## config.mk

```make
export PLATFORM = sky130hd
export DESIGN_NAME = can_ctrl_status
export DESIGN_NICKNAME = d
export VERILOG_FILES = /design/src/rtl/ccs_pkg.sv /design/src/rtl/ccs_mode_reg.sv /design/src/rtl/ccs_tx_status.sv /design/src/rtl/ccs_sw_flags.sv /design/src/rtl/ccs_errclr_seq.sv /design/src/rtl/can_ctrl_status.sv
export SDC_FILE = /design/constraint.sdc
export NUM_CORES = 1
export LEC_CHECK = 0
export BUFFER_PORTS_ARGS = -buffer_cell sky130_fd_sc_hd__buf_2
export CORE_AREA = 2 2 39 41
export DETAILED_ROUTE_END_ITERATION = 10
export DIE_AREA = 0 0 41 43
export GPL_ROUTABILITY_DRIVEN = 0
export GPL_TIMING_DRIVEN = 0
export SYNTH_ARGS = -nofsm -noshare
export SYNTH_HDL_FRONTEND = slang
export SYNTH_SLANG_ARGS = --single-unit
```

## constraint.sdc

```tcl
create_clock -name clk -period 0.9 [get_ports clk]
set_input_delay 0.045 -clock clk [delete_from_list [all_inputs] [get_ports clk]]
set_output_delay 0.045 -clock clk [all_outputs]
set_load 0.005 [all_outputs]
```

## src/rtl/ccs_pkg.sv

```systemverilog
package ccs_pkg;
  typedef enum logic [1:0] {
    MODE_INIT  = 2'd0,
    MODE_OPER  = 2'd1,
    MODE_SLEEP = 2'd2,
    MODE_STOP  = 2'd3
  } ccs_mode_e;

  localparam int MODE_W     = 2;
  // write field positions
  localparam int WF_MODE    = 0;
  localparam int WF_MODE_WE = 2;
  localparam int WF_RETRY   = 3;
  localparam int WF_RETRY_WE= 4;
  localparam int WF_CLRV    = 5;
  localparam int WF_ECLR    = 6;
  // read field positions
  localparam int RF_MODE    = 0;
  localparam int RF_BUSY    = 2;
  localparam int RF_VALID   = 3;
  localparam int RF_RETRY   = 4;
  localparam int RF_ECLR    = 5;
  localparam int MIN_DATA_W = 7;
endpackage

```

## src/rtl/ccs_mode_reg.sv

```systemverilog
module ccs_mode_reg
  import ccs_pkg::*;
(
  input  logic      clk,
  input  logic      rst_n,
  input  logic      wr_en,
  input  logic      mode_we,
  input  ccs_mode_e mode_wdata,
  output ccs_mode_e mode_q,
  output ccs_mode_e mode_nxt
);
  always_comb begin
    mode_nxt = mode_q;
    if (wr_en && mode_we) mode_nxt = mode_wdata;
  end

  always_ff @(posedge clk or negedge rst_n) begin
    if (!rst_n) mode_q <= MODE_INIT;
    else        mode_q <= mode_nxt;
  end
endmodule

```

## src/rtl/ccs_tx_status.sv

```systemverilog
module ccs_tx_status
  import ccs_pkg::*;
(
  input  logic      clk,
  input  logic      rst_n,
  input  logic      ev_sof,
  input  logic      ev_arb_lost,
  input  logic      ev_err_flag,
  input  logic      ev_bus_off,
  input  logic      ev_ifs1,
  input  logic      ev_ifs2,
  input  logic      bus_recessive,
  input  ccs_mode_e mode_nxt,
  output logic      busy_q
);
  logic ifs_exit;
  logic to_init;
  logic drop;

  assign to_init  = ev_ifs1 && (mode_nxt == MODE_INIT);
  assign ifs_exit = ev_ifs2 && bus_recessive;
  assign drop     = ev_arb_lost | ev_err_flag | ev_bus_off | ifs_exit | to_init;

  always_ff @(posedge clk or negedge rst_n) begin
    if (!rst_n)      busy_q <= 1'b0;
    else if (drop)   busy_q <= 1'b0;
    else if (ev_sof) busy_q <= 1'b1;
  end
endmodule

```

## src/rtl/ccs_sw_flags.sv

```systemverilog
module ccs_sw_flags (
  input  logic clk,
  input  logic rst_n,
  input  logic ev_valid_rx,
  input  logic clr_valid_wr,
  input  logic retry_wr,
  input  logic retry_wdata,
  output logic valid_q,
  output logic retry_q
);
  always_ff @(posedge clk or negedge rst_n) begin
    if (!rst_n) begin
      valid_q <= 1'b0;
      retry_q <= 1'b0;
    end else begin
      if (ev_valid_rx)       valid_q <= 1'b1;
      else if (clr_valid_wr) valid_q <= 1'b0;
      if (retry_wr)          retry_q <= retry_wdata;
    end
  end
endmodule

```

## src/rtl/ccs_errclr_seq.sv

```systemverilog
module ccs_errclr_seq (
  input  logic clk,
  input  logic rst_n,
  input  logic set_req,
  output logic req_q,
  output logic pulse_q
);
  always_ff @(posedge clk or negedge rst_n) begin
    if (!rst_n) begin
      req_q   <= 1'b0;
      pulse_q <= 1'b0;
    end else if (pulse_q) begin
      req_q   <= 1'b0;
      pulse_q <= 1'b0;
    end else if (req_q) begin
      pulse_q <= 1'b1;
    end else if (set_req) begin
      req_q   <= 1'b1;
    end
  end
endmodule

```

## src/rtl/can_ctrl_status.sv

```systemverilog
module can_ctrl_status
  import ccs_pkg::*;
#(
  parameter int DATA_W = 8
) (
  input  logic              clk,
  input  logic              rst_n,
  input  logic              ev_tx_sof_i,
  input  logic              ev_arb_lost_i,
  input  logic              ev_err_flag_i,
  input  logic              ev_bus_off_i,
  input  logic              ev_ifs1_i,
  input  logic              ev_ifs2_i,
  input  logic              bus_recessive_i,
  input  logic              ev_valid_rx_i,
  input  logic              single_shot_i,
  input  logic              wr_en_i,
  input  logic [DATA_W-1:0] wr_data_i,
  output logic [DATA_W-1:0] rd_data_o,
  output logic              err_clr_o,
  output logic              retx_permit_o
);
  localparam int PAD_W = DATA_W - MIN_DATA_W + 1;

  ccs_mode_e mode_q, mode_nxt;
  logic busy_q, valid_q, retry_q, eclr_q, eclr_set;

  ccs_mode_reg u_mode (
    .clk(clk), .rst_n(rst_n),
    .wr_en(wr_en_i),
    .mode_we(wr_data_i[WF_MODE_WE]),
    .mode_wdata(ccs_mode_e'(wr_data_i[WF_MODE +: MODE_W])),
    .mode_q(mode_q),
    .mode_nxt(mode_nxt)
  );

  ccs_tx_status u_tx (
    .clk(clk), .rst_n(rst_n),
    .ev_sof(ev_tx_sof_i),
    .ev_arb_lost(ev_arb_lost_i),
    .ev_err_flag(ev_err_flag_i),
    .ev_bus_off(ev_bus_off_i),
    .ev_ifs1(ev_ifs1_i),
    .ev_ifs2(ev_ifs2_i),
    .bus_recessive(bus_recessive_i),
    .mode_nxt(mode_nxt),
    .busy_q(busy_q)
  );

  ccs_sw_flags u_flags (
    .clk(clk), .rst_n(rst_n),
    .ev_valid_rx(ev_valid_rx_i),
    .clr_valid_wr(wr_en_i && wr_data_i[WF_CLRV]),
    .retry_wr(wr_en_i && wr_data_i[WF_RETRY_WE]),
    .retry_wdata(wr_data_i[WF_RETRY]),
    .valid_q(valid_q),
    .retry_q(retry_q)
  );

  // gate uses the mode held before this write
  assign eclr_set = wr_en_i && wr_data_i[WF_ECLR] && (mode_q == MODE_INIT);

  ccs_errclr_seq u_eclr (
    .clk(clk), .rst_n(rst_n),
    .set_req(eclr_set),
    .req_q(eclr_q),
    .pulse_q(err_clr_o)
  );

  assign retx_permit_o = !single_shot_i || retry_q;

  generate
    if (PAD_W > 0) begin : g_pad
      assign rd_data_o = {{PAD_W{1'b0}}, eclr_q, retry_q, valid_q, busy_q, mode_q};
    end else begin : g_nopad
      assign rd_data_o = {eclr_q, retry_q, valid_q, busy_q, mode_q};
    end
  endgenerate
endmodule

```

==> flow_metrics.tcl <==
set metrics [dict create \
    status "finished with violations" \
    violations "negative setup slack" \
    wl_um 721 \
    cts-root-buf "clkbuf_4" \
    layout_common_cells "21 x buf_2, 7 x dfrtp_1, 6 x buf_6" \
    coreArea_mm2 0.00138 \
    min_to "u_flags.retry_q" \
    timing.hold.ws_ns 0.0302 \
    route.detailed.drc 0 \
    num_rows 14 \
    die_h_um 43 \
    nets 86 \
    crit_fanout 3 \
    n_antenna_cell 0 \
    worstHoldStart "wr_data_i[3]" \
    pre_cts_ws_ns -0.0353 \
    setup_ws_ns -0.0402 \
    critPathLaunch "u_mode.mode_q[1]" \
    arrival_ns 1.11 \
    hp-class "in -> reg" \
    rsz0062_at_grt "yes" \
    slowest_delay_ns 0.38 \
    p_per_area_mw_per_mm2 1720 \
    critical_path.top_delay_family "flip-flops" \
    r2r_setup_slack_ns -0.04 \
    areaGrowthSynthToFinish_pct 70.5 \
    hold_viol 0 \
    grt_pass1_wl_mm 1.10 \
    cts.sinks 7 \
    synth-seq-cells 7 \
    path_clk_slew_ns 0.05 \
    start_util_pct 25.4 \
    vdd_ir_drop_max_mv 0.620 \
    finClkSkew_ns 0.00228 \
    yosysWarnings 0 \
    hold_depth 2 \
    clkPwrFrac_pct 27.2 \
    final_common_cell "buf_2" \
    start_kind "flop" \
    grt_max_degree 8 \
    clock.fmax_mhz 1060 \
    p_leak_nw 0.317 \
    die_area_mm2 0.00176 \
    critPathCaptureType "flop" \
    ios 30 \
    clock_path_buffers 2 \
    grt_overflow 0 \
    numCtsBuffers 3 \
    p_sw_share_pct 25.2 \
    insertion_delay_ns 0.25 \
    synthCells 32 \
    cts_tree "yes" \
    yosysSeqAreaShare_pct 49.8 \
    via_per_inst 4.00 \
    postPlaceCellArea_um2 505 \
    worstPathCellList "nor2_2 > mux2_4 > a211oi_2" \
    path_class "reg -> reg" \
    max_cap_violations 0 \
    worstPathRequired_ns 1.07 \
    finalSetupViolCount 3 \
    ant_nets 0 \
    final-max-slew-violation-count 0 \
    reg2reg_to "u_tx.busy_q" \
    power_frac_seq_pct 41.3 \
    slowest_stage "dfrtp_1" \
    route.met3.wl_um 78 \
    p_comb_share_pct 31.5 \
    tns_ns -0.0789 \
    drt_pass1_iterations 2 \
    port_buffers 26 \
    final_area_um2 599 \
    r2r-start "u_mode.mode_q[1]" \
    intPower_mw 0.773 \
    fin_crit_ns 0.940 \
    first_iter_violations 2 \
    wl_met2_um 353 \
    vias 324 \
    avgSynthCellArea_um2 11.0 \
    reg2reg_depth 3 \
    drive_gt1_share_pct 64.6 \
    m1WireLength_um 289 \
    die_width_um 41 \
    switching_power_mw 0.261 \
    grt_pass1_vias 291 \
    routed.top_layer "met3" \
    path_buf_inv 0 \
    synth.cell_area_um2 352 \
    wl_per_cell_um 8.90 \
    min_period_over_period_pct 104 \
    antenna_found_initial 0 \
    ys_types 15 \
    htreeDepth 1 \
    track_usage_pct 9.99 \
]
Yosys cell counts:
library cell,n,area [um2]
conb_1,1,3.75
mux2_4,1,15.0
mux2_2,3,33.8
a31oi_1,1,6.26
nand2b_1,1,6.26
nor2b_1,1,6.26
nand2_1,3,11.3
nand2_2,1,6.26
dfrtp_1,7,175
o21ai_0,1,5.00
buf_4,6,45.0
or3_1,1,6.26
nor2_1,3,11.3
a21o_1,1,7.51
a211oi_2,1,12.5
flip-flops by register name (all words and copies together), names as in the netlist:
name             flops
u_eclr.req_q         1
u_tx.busy_q          1
u_flags.valid_q      1
u_eclr.pulse_q       1
u_mode.mode_q        2
u_flags.retry_q      1
metrics by stage:
step                power, mW  util, %  std cells
finish                   1.03     43.3         81
global route             1.11     43.3         81
CTS                      1.03     42.4         82
detailed placement      0.689     36.5         75
global placement        0.679     36.5         75
floorplan               0.562        -         33
metal layers:
metal  up-vias  track usage, %
met1       144            11.1
met5         -               0
met2        16            13.8
li1        164               -
met3         0            6.28
met4         0            6.00
cell type report:
cell class / instances / area [um2]
fill: 149 / 785
buffer: 3 / 26.3
clock buffer: 4 / 26.3
sequential: 7 / 175
multi-input combinational: 20 / 145
timing repair buffer: 31 / 206
tap: 16 / 20.0
worst register-to-register path, delay by kind of cell (launching register included):
kind	cells	cell delay [ns]
and+or+nand+nor	1	0.06
DFF	1	0.38
AOI/OAI and AO/OA	1	0.16
muxes	1	0.26
cells by family after synthesis:
| family | count (synthesis) | synth area share, % |
|---|---|---|
| and+or+nand+nor | 10 | 13.5 |
| buffers and inverters | 6 | 12.8 |
| AOI/OAI and AO/OA | 4 | 8.90 |
| other | 1 | 1.07 |
| muxes | 4 | 13.9 |
| DFF | 7 | 49.8 |
power by group through the flow:
| stage | Clock, mW | Combinational, mW | Sequential (mW) |
|---|---|---|---|
| floorplan | 0 | 0.140 | 0.422 |
| global placement | 0 | 0.255 | 0.424 |
| detailed placement | 0 | 0.261 | 0.428 |
| CTS | 0.294 | 0.314 | 0.423 |
| global route | 0.317 | 0.361 | 0.433 |
| finish | 0.281 | 0.326 | 0.426 |
worst max-delay path by stage:
| stage | endpoint | slack (ns) | cells after the start |
|---|---|---|---|
| after global routing | retx_permit_o | -0.08 | 2 |
| after floorplan | u_tx.busy_q | -0.003 | 3 |
| after global placement | u_tx.busy_q | -0.02 | 3 |
| final | u_tx.busy_q | -0.04 | 3 |
| after CTS | u_tx.busy_q | -0.05 | 3 |
| after detailed placement | u_tx.busy_q | -0.04 | 3 |
timing repair:
item / 4_1_cts / 5_1_grt
hold endpoints to repair: 9 / 0
hold buffers: 3 / 0
pin swaps: 0 / 1
resized for setup: 4 / 4
setup buffers: 2 / 0
setup endpoints to repair: 6 / 4
Power figures use the tool's default switching activity.
